[src/rtl/gpio_ctrl_pkg.sv]
// Shared constants for the GPIO controller: register word indices.
// Assumes the bus presents a word index, not a byte address.
package gpio_ctrl_pkg;
    localparam int unsigned IDX_DIR  = 0;
    localparam int unsigned IDX_IN   = 1;
    localparam int unsigned IDX_OUT  = 2;
    localparam int unsigned IDX_EN   = 3;
    localparam int unsigned IDX_POL  = 4;
    localparam int unsigned IDX_KIND = 5;
    localparam int unsigned IDX_STAT = 6;
endpackage

[src/rtl/gpio_ctrl_sync.sv]
// Two-flop synchroniser for the pad inputs, plus one extra history stage
// used by the edge detector. Assumes pads may change at any time.
module gpio_ctrl_sync #(
    parameter int unsigned PINS = 32
) (
    input  logic            clk,
    input  logic            rst_n,
    input  logic [PINS-1:0] pad_i,
    output logic [PINS-1:0] now_o,
    output logic [PINS-1:0] prev_o
);
    logic [PINS-1:0] meta_q;
    logic [PINS-1:0] now_q;
    logic [PINS-1:0] prev_q;

    // Shift pad levels through metastability, synchronised and history stages.
    always_ff @(posedge clk) begin
        if (!rst_n) begin
            meta_q <= '0;
            now_q  <= '0;
            prev_q <= '0;
        end else begin
            meta_q <= pad_i;
            now_q  <= meta_q;
            prev_q <= now_q;
        end
    end

    assign now_o  = now_q;
    assign prev_o = prev_q;
endmodule

[src/rtl/gpio_ctrl_detect.sv]
// Per-pin trigger evaluation. Combinational; splits hits into edge and level.
// Assumes now/prev are consecutive synchronised samples.
module gpio_ctrl_detect #(
    parameter int unsigned PINS = 32
) (
    input  logic [PINS-1:0] now_i,
    input  logic [PINS-1:0] prev_i,
    input  logic [PINS-1:0] en_i,
    input  logic [PINS-1:0] pol_i,
    input  logic [PINS-1:0] kind_i,
    output logic [PINS-1:0] edge_hit_o,
    output logic [PINS-1:0] level_hit_o
);
    for (genvar p = 0; p < PINS; p++) begin : g_pin
        logic rise;
        logic fall;
        logic lvl;
        // Classify the pin's transition and level against its polarity.
        always_comb begin
            rise = now_i[p] & ~prev_i[p];
            fall = ~now_i[p] & prev_i[p];
            lvl  = pol_i[p] ? ~now_i[p] : now_i[p];
            edge_hit_o[p]  = en_i[p] & kind_i[p] & (pol_i[p] ? fall : rise);
            level_hit_o[p] = en_i[p] & ~kind_i[p] & lvl;
        end
    end
endmodule

[src/rtl/gpio_ctrl_status.sv]
// Pending-interrupt status: sticky edge bits cleared by a status read,
// level bits that follow their condition. A new edge wins over a clear.
module gpio_ctrl_status #(
    parameter int unsigned PINS = 32
) (
    input  logic            clk,
    input  logic            rst_n,
    input  logic [PINS-1:0] kind_i,
    input  logic [PINS-1:0] en_i,
    input  logic [PINS-1:0] edge_hit_i,
    input  logic [PINS-1:0] level_hit_i,
    input  logic            rd_clr_i,
    output logic [PINS-1:0] stat_o
);
    logic [PINS-1:0] stat_q;
    logic [PINS-1:0] clr_mask;
    logic [PINS-1:0] stat_d;

    // Compute next status: edge bits sticky minus cleared, plus new hits.
    always_comb begin
        clr_mask = rd_clr_i ? stat_q : '0;
        stat_d   = (kind_i & ((stat_q & ~clr_mask) | edge_hit_i))
                 | (~kind_i & level_hit_i);
    end

    // Register the status word.
    always_ff @(posedge clk) begin
        if (!rst_n) stat_q <= '0;
        else        stat_q <= stat_d;
    end

    assign stat_o = stat_q;


    edge_sticky_chk: assert property (@(posedge clk) disable iff (!rst_n)
        !rd_clr_i |=> (($past(stat_q) & $past(kind_i) & ~stat_q) == '0));


    no_enable_chk: assert property (@(posedge clk) disable iff (!rst_n)
        1'b1 |=> ((stat_q & ~$past(kind_i) & ~$past(en_i)) == '0));
endmodule

[src/rtl/gpio_ctrl_regs.sv]
// Register file and bus decode. Writable: direction, output, enable,
// polarity, kind. Input and status are read-only. Read data registered.
module gpio_ctrl_regs #(
    parameter int unsigned PINS   = 32,
    parameter int unsigned ADDR_W = 3
) (
    input  logic              clk,
    input  logic              rst_n,
    input  logic              bus_sel,
    input  logic              bus_wr,
    input  logic [ADDR_W-1:0] bus_addr,
    input  logic [PINS-1:0]   bus_wdata,
    output logic [PINS-1:0]   bus_rdata,
    input  logic [PINS-1:0]   in_i,
    input  logic [PINS-1:0]   stat_i,
    output logic [PINS-1:0]   dir_o,
    output logic [PINS-1:0]   out_o,
    output logic [PINS-1:0]   en_o,
    output logic [PINS-1:0]   pol_o,
    output logic [PINS-1:0]   kind_o,
    output logic              stat_rd_o
);
    import gpio_ctrl_pkg::*;

    logic [PINS-1:0] dir_q, out_q, en_q, pol_q, kind_q, rdata_q;
    logic            wr_go, rd_go;
    logic [PINS-1:0] rd_mux;

    assign wr_go = bus_sel & bus_wr;
    assign rd_go = bus_sel & ~bus_wr;

    // Select the register addressed by a read.
    always_comb begin
        case (bus_addr)
            ADDR_W'(IDX_DIR):  rd_mux = dir_q;
            ADDR_W'(IDX_IN):   rd_mux = in_i;
            ADDR_W'(IDX_OUT):  rd_mux = out_q;
            ADDR_W'(IDX_EN):   rd_mux = en_q;
            ADDR_W'(IDX_POL):  rd_mux = pol_q;
            ADDR_W'(IDX_KIND): rd_mux = kind_q;
            ADDR_W'(IDX_STAT): rd_mux = stat_i;
            default:           rd_mux = '0;
        endcase
    end

    // Update writable registers on a write strobe.
    always_ff @(posedge clk) begin
        if (!rst_n) begin
            dir_q  <= '0;
            out_q  <= '0;
            en_q   <= '0;
            pol_q  <= '0;
            kind_q <= '0;
        end else if (wr_go) begin
            if (bus_addr == ADDR_W'(IDX_DIR))  dir_q  <= bus_wdata;
            if (bus_addr == ADDR_W'(IDX_OUT))  out_q  <= bus_wdata;
            if (bus_addr == ADDR_W'(IDX_EN))   en_q   <= bus_wdata;
            if (bus_addr == ADDR_W'(IDX_POL))  pol_q  <= bus_wdata;
            if (bus_addr == ADDR_W'(IDX_KIND)) kind_q <= bus_wdata;
        end
    end

    // Capture read data on a read strobe and hold it otherwise.
    always_ff @(posedge clk) begin
        if (!rst_n)     rdata_q <= '0;
        else if (rd_go) rdata_q <= rd_mux;
    end

    assign stat_rd_o = rd_go & (bus_addr == ADDR_W'(IDX_STAT));
    assign bus_rdata = rdata_q;
    assign dir_o     = dir_q;
    assign out_o     = out_q;
    assign en_o      = en_q;
    assign pol_o     = pol_q;
    assign kind_o    = kind_q;


    rdata_stat_chk: assert property (@(posedge clk) disable iff (!rst_n)
        stat_rd_o |=> (bus_rdata == $past(stat_i)));


    ro_write_chk: assert property (@(posedge clk) disable iff (!rst_n)
        (wr_go && (bus_addr == ADDR_W'(IDX_IN) || bus_addr == ADDR_W'(IDX_STAT)))
        |=> ($stable(dir_q) && $stable(out_q) && $stable(en_q)
             && $stable(pol_q) && $stable(kind_q)));
endmodule

[src/rtl/gpio_ctrl.sv]
// GPIO controller top: synchroniser, trigger detection, status capture,
// register file and combined interrupt. Assumes one access per strobe cycle.
module gpio_ctrl #(
    parameter int unsigned PINS   = 32,
    parameter int unsigned ADDR_W = 3
) (
    input  logic              clk,
    input  logic              rst_n,
    input  logic              bus_sel,
    input  logic              bus_wr,
    input  logic [ADDR_W-1:0] bus_addr,
    input  logic [PINS-1:0]   bus_wdata,
    output logic [PINS-1:0]   bus_rdata,
    input  logic [PINS-1:0]   pin_in,
    output logic [PINS-1:0]   pin_out,
    output logic [PINS-1:0]   pin_oe,
    output logic              irq
);
    logic [PINS-1:0] now_s, prev_s;
    logic [PINS-1:0] en_r, pol_r, kind_r;
    logic [PINS-1:0] edge_hit, level_hit, status;
    logic            stat_rd;

    gpio_ctrl_sync #(.PINS(PINS)) u_sync (
        .clk(clk), .rst_n(rst_n), .pad_i(pin_in),
        .now_o(now_s), .prev_o(prev_s)
    );

    gpio_ctrl_regs #(.PINS(PINS), .ADDR_W(ADDR_W)) u_regs (
        .clk(clk), .rst_n(rst_n),
        .bus_sel(bus_sel), .bus_wr(bus_wr), .bus_addr(bus_addr),
        .bus_wdata(bus_wdata), .bus_rdata(bus_rdata),
        .in_i(now_s), .stat_i(status),
        .dir_o(pin_oe), .out_o(pin_out), .en_o(en_r),
        .pol_o(pol_r), .kind_o(kind_r), .stat_rd_o(stat_rd)
    );

    gpio_ctrl_detect #(.PINS(PINS)) u_detect (
        .now_i(now_s), .prev_i(prev_s), .en_i(en_r),
        .pol_i(pol_r), .kind_i(kind_r),
        .edge_hit_o(edge_hit), .level_hit_o(level_hit)
    );

    gpio_ctrl_status #(.PINS(PINS)) u_status (
        .clk(clk), .rst_n(rst_n), .kind_i(kind_r), .en_i(en_r),
        .edge_hit_i(edge_hit), .level_hit_i(level_hit),
        .rd_clr_i(stat_rd), .stat_o(status)
    );

    assign irq = |status;


    collide_chk: assert property (@(posedge clk) disable iff (!rst_n)
        (stat_rd && (edge_hit != '0))
        |=> ((status & $past(edge_hit)) == $past(edge_hit)));
endmodule

[config.mk]
export PLATFORM = sky130hd
export DESIGN_NAME = gpio_ctrl
export DESIGN_NICKNAME = d
export VERILOG_FILES = /design/src/rtl/gpio_ctrl_pkg.sv /design/src/rtl/gpio_ctrl_sync.sv /design/src/rtl/gpio_ctrl_detect.sv /design/src/rtl/gpio_ctrl_status.sv /design/src/rtl/gpio_ctrl_regs.sv /design/src/rtl/gpio_ctrl.sv
export SDC_FILE = /design/constraint.sdc
export NUM_CORES = 1
export LEC_CHECK = 0
export CAP_MARGIN = 10
export CORE_ASPECT_RATIO = 1.2
export CORE_MARGIN = 2
export CORE_UTILIZATION = 25
export CTS_CLUSTER_SIZE = 10
export DETAILED_ROUTE_END_ITERATION = 8
export DONT_BUFFER_PORTS = 1
export PLACE_DENSITY = 0.35
export SYNTH_ARGS = -nofsm -noshare
export SYNTH_HDL_FRONTEND = slang
export SYNTH_SLANG_ARGS = --single-unit
[constraint.sdc]
create_clock -name clk -period 1.52 [get_ports clk]
set_input_delay 0.076 -clock clk [delete_from_list [all_inputs] [get_ports clk]]
set_output_delay 0.076 -clock clk [all_outputs]
set_load 0.01 [all_outputs]
**Word level (Yosys, flattened, before mapping)**

Index checks and enable logic that the tools add are counted.

- Bits in registers: 320
- Latch bits: 0
- RAM bits: 0
- Memory bits (read-only): 0
- Bits of input ports: 71
- Output and inout port bits: 97
- Memories kept: 0

- Add/subtract/negate cells: 0
- Multipliers: 0
- Divide/modulo/power cells: 0
- Magnitude comparators: 0
- Equality and inequality tests: 6
- Shift-type cells: 0
- Mux-type cells: 66
- Bitwise logic cells: 299
- Reduce and logical (&&, ||, !) cells: 7

Operator list:

| cell | count |
|---|---|
| case mux 32 bit (7 select lines) | 1 |
| AND 1 bit | 195 |
| NOT 1 bit | 97 |
| AND 32 bit | 3 |
| two-way mux 1 bit | 64 |
| NOT 32 bit | 2 |
| OR 32 bit | 2 |
| two-way mux 32 bit | 1 |
| OR reduction 32 bit | 1 |
| AND reduction 2 bit | 5 |
| == test 3 bit, second input constant | 3 |
| == test 3 x 2 -> 1 bit, second input constant | 2 |
| == test 3 x 1 -> 1 bit, second input constant | 1 |
| logical NOT 3 bit | 1 |

**Logic depth before layout (Yosys ltp)**

- Word-level depth: 9
- Mapped depth: 7
- Gate-level depth less buffers: 4

**Hierarchy**

From an unflattened synthesis, not the netlist that was laid out.

- Cells, all modules: 1659
- Area total of the unflattened synthesis: 14193.6 µm²

By module, submodules not included:

| module | instances | cells each | area each (µm²) |
|---|---|---|---|
| gpio_ctrl_regs | 1 | 1088 | 8823.5 |
| gpio_ctrl_sync | 1 | 202 | 2603.7 |
| gpio_ctrl_status | 1 | 166 | 1370.1 |
| gpio_ctrl_detect | 1 | 192 | 1321.3 |
| gpio_ctrl | 1 | 11 | 75.1 |

**Worst setup path before layout**

Ideal clock, no wire load.

- Path type: input to register
- Start point: input port bus_addr[2]
- End point: register u_regs.rdata_q[31], in the netlist u_regs.bus_rdata[31]
- Setup time: 0.117 ns
- Data arrival time: 1.213 ns
- Required time: 1.403 ns
- Path slack: 0.190 ns
- Stages on the path: 5
- Cell sequence: buf_2 > buf_4 > mux4_2 > a22oi_1 > nand2_1

- Word-level cells in the longest chain between the ends: 2

Ends and longest elaborated chain:

| what | RTL line | text |
|---|---|---|
| start, declared | gpio_ctrl.sv:11 | `input logic [ADDR_W-1:0] bus_addr,` |
| == test 3 bit (tied with other cells) | gpio_ctrl_regs.sv:34 | `case (bus_addr)` |
| case mux 32 bit (7 select lines) * | gpio_ctrl_regs.sv:34 |  |
| end signal, assigned | gpio_ctrl_regs.sv:66 | `else if (rd_go) rdata_q <= rd_mux;` |
| end, declared | gpio_ctrl_regs.sv:25 | `logic [PINS-1:0] dir_q, out_q, en_q, pol_q, kind_q, rdata_q;` |

Mark *: on every way between the ends. The rest lies on a longest branch, timed or not.
A chain may end at the register's enable or synchronous reset.

**Worst setup path in the final report**

- Start point: register u_status.stat_q[26], in the netlist u_status.stat_o[26]
- End point: output port irq

- Word-level cells in the longest chain between the ends: 1

Ends and longest elaborated chain:

| what | RTL line | text |
|---|---|---|
| start, declared | gpio_ctrl_status.sv:15 | `logic [PINS-1:0] stat_q;` |
| start signal, assigned | gpio_ctrl_status.sv:29 | `else stat_q <= stat_d;` |
| OR reduction 32 bit | gpio_ctrl.sv:50 | `assign irq = \|status;` |
| end, declared | gpio_ctrl.sv:17 | `output logic irq` |

Every way passes these cells.

==> impl_metrics.json <==
{
  "status": "finished, violations left",
  "violations": "hold timing, setup timing",
  "fmax_mhz": 509.8,
  "cp_slowest_cell": "or2_4",
  "cap_violations": 0,
  "grt.overflow.total": 0,
  "cp-end-kind": "output port",
  "fin_nets": 1761,
  "grtUsageMet3": 0.03416,
  "clkSinkCount": 320,
  "rows": 92,
  "critPathBufInv": 1,
  "drt_iter0_markers": 556,
  "cp_max_fo": 2,
  "post-route-util": 0.3502,
  "crit_family": "simple AND/OR/NAND/NOR gates",
  "vias": 11220,
  "worstPathCellList": "nor4_4 -> buf_4 -> nand4_1 -> or2_4",
  "clockBufferDepth": 3,
  "area_growth_pct": 38.13,
  "grt_max_degree": 170,
  "initial_utilization": 0.2535,
  "max_slew_margin": 0.6173,
  "postPlaceCellArea_sq_um": 14320,
  "synth-edff-count": 0,
  "place_hpwl_microns": 28180,
  "grt_util_met2": 0.3142,
  "wl_per_cell_microns": 20.95,
  "ys_seq_area_frac": 0.4803,
  "ys_types": 36,
  "portBuffers": 0,
  "synth_warnings": 0,
  "syn_area_sq_um": 13340,
  "totalWireLength_microns": 50480,
  "clock_latency_ps": 560,
  "max_stage_delay_ps": 340,
  "cts_tree": "built",
  "rr_endpoint": "u_regs.bus_rdata[19]$_SDFFE_PN0P_",
  "grt_usage": 0.1804,
  "final-setup-viol-count": 1,
  "num_io_pins": 168,
  "grt_setup_unrepaired": "yes",
  "synth_top_area_frac": 0.4803,
  "fp.dieH_microns": 257.0,
  "clkTransAtPathRegs_ps": 60,
  "total_power_mw": 18.70,
  "met1_usage": 0.2276,
  "cp-start-kind": "flip-flop",
  "timing.final.crit_share": 1.290,
  "synth_seq_cells": 320,
  "cts_buffers": 41,
  "design_area_sq_um": 18420,
  "maxSlewViolCount": 0,
  "htree_num_levels": 2,
  "diodes": 0,
  "firstDrtPassIters": 5,
  "holdPathEnd": "u_regs.bus_rdata[18]$_SDFFE_PN0P_",
  "worst_slew_pin_slew_ps": 574.0,
  "syn_nets": 1489,
  "fin_cells": 2410,
  "hold_path.class": "input port to flip-flop",
  "synth.most_common_cell": "nand2_1",
  "grt_busiest_layer": "met2",
  "grt_pass1_wl_microns": 75360,
  "core_sq_um": 52610,
  "drive_above_1_share": 0.1284,
  "hold_start": "bus_addr[0]",
  "p_leak_nw": 7.072,
  "synth_flop_cell": "dfxtp_1",
  "dp_slack_ps": -90.13,
  "timing.setup.tns_ps": -441.5,
  "crit_required_ps": 1440,
  "vdd_drop_max_uv": 701.4,
  "hold_violations": 32,
  "antenna_found_initial": 0,
  "routed_via_density": 4.654,
  "final.setup.worst_slack_ps": -441.5,
  "crit_arrival_ps": 1890,
  "place_inst": 2073,
  "yosysTopAreaCell": "dfxtp_1",
  "fp.dieArea_sq_um": 55220,
  "cts_root_buf": "clkbuf_16",
  "gp_congestion": 0.7080,
  "synthTopCellsByCount": "385 x nand2_1, 320 x dfxtp_1, 97 x and2_1, 88 x a21boi_1, 72 x a21boi_0",
  "r2r_slack_ps": 60,
  "fin_worst_skew_ps": 16.33,
  "grt_pass1_vias": 11730,
  "synthTopCellsByArea": "dfxtp_1 48%, nand2_1 11%, mux4_2 5.2%",
  "whs_path_depth": 3,
  "timing.hold.ws_ps": -180.7,
  "ant_nets": 0,
  "min_period_ps": 1962,
  "synth_cells": 1418,
  "power_density_nw_per_um2": 1015,
  "ys_async_sr_fraction": 0,
  "syn_avg_cell_area_sq_um": 9.406,
  "drcViolationCount": 0,
  "die-width_microns": 214.9,
  "regToRegStartpoint": "u_status.stat_o[19]$_SDFF_PN0_",
  "ff2ff_path_depth": 5,
  "critPathKind": "flip-flop to output port"
}
## kinds of logic (layout without fill, tap and decap cells)
family | after synthesis | after routing | share of synthesized area
AND/OR/NAND/NOR | 610 | 610 | 0.2166
multiplexers | 65 | 65 | 0.07796
AO/OA/AOI/OAI | 322 | 322 | 0.1905
buffers and inverters | 101 | 388 | 0.03462
flip-flops | 320 | 320 | 0.4803
## layout make-up
type,instances,area [sq um]
clock buffer,52,1130
clock inverter,6,37.54
fill,5442,34180
multi-input combinational,997,6594
sequential,320,6426
tap,705,882.1
timing repair buffer,330,3354
## how the worst max path moves through the flow
stage | from | to | slack [ps] | cells after the start
2_1_floorplan | bus_addr[2] | u_regs.bus_rdata[31]$_SDFFE_PN0P_ | 190 | 5
3_3_place_gp | u_status.stat_o[22]$_SDFF_PN0_ | irq | -90 | 3
3_5_place_dp | u_status.stat_o[22]$_SDFF_PN0_ | irq | -90 | 3
4_1_cts | u_status.stat_o[26]$_SDFF_PN0_ | irq | -510 | 4
5_1_grt | u_status.stat_o[26]$_SDFF_PN0_ | irq | -530 | 4
6_report | u_status.stat_o[26]$_SDFF_PN0_ | irq | -440 | 4
## state kept, by name, summed over array words and instances (netlist names)
register          flops
u_regs.bus_rdata     32
u_sync.meta_q        32
u_regs.out_o         32
u_regs.en_o          32
u_regs.pol_o         32
u_regs.dir_o         32
u_regs.kind_o        32
u_sync.prev_o        32
u_status.stat_o      32
u_sync.now_o         32
## routing by layer
layer / up-vias / wire (microns)
li1: 5422 / -
met1: 5546 / 22610
met2: 192 / 24940
met3: 57 / 1890
met4: 0 / 1041
met5: - / 0
## cells in the final DEF, fill, tap and decap left out, drive strengths merged, types with 2 or more instances in the layout
cell type / count
a21bo: 32
dlygate4sd3: 257
a21boi: 160
clkbuf: 55
buf: 66
nor2: 2
nand2: 385
or2: 3
and2: 97
a32oi: 32
dfxtp: 320
nor3: 2
dlymetal6s4s: 4
nor4: 8
nand2b: 34
nand4: 3
mux4: 31
o22ai: 32
nor2b: 66
o2bb2ai: 31
clkinv: 4
a22oi: 31
mux2i: 33
nor3b: 3
inv: 2
or3: 2
## power breakdown
part	total, mW	leakage, nW	internal (mW)	switching, mW
Combinational	1.09	3.89	0.630	0.464
Clock	8.93	0.577	5.16	3.76
Sequential	8.67	2.60	8.55	0.124
Total	18.7	7.07	14.3	4.35
## worst min-delay path, cell delays in order
cell and delay [ps]:
o2bb2ai_1 130, a22oi_1 60, nand2_1 60
## timing repair
item	CTS	global route
resized for setup	9	26
setup buffers	1	13
endpoints found under the setup margin	1	60
cloned	0	3
hold buffers	269	1
pin swaps	4	15
hold endpoints to repair	320	33
No activity file was read; power rests on OpenSTA's default activity.
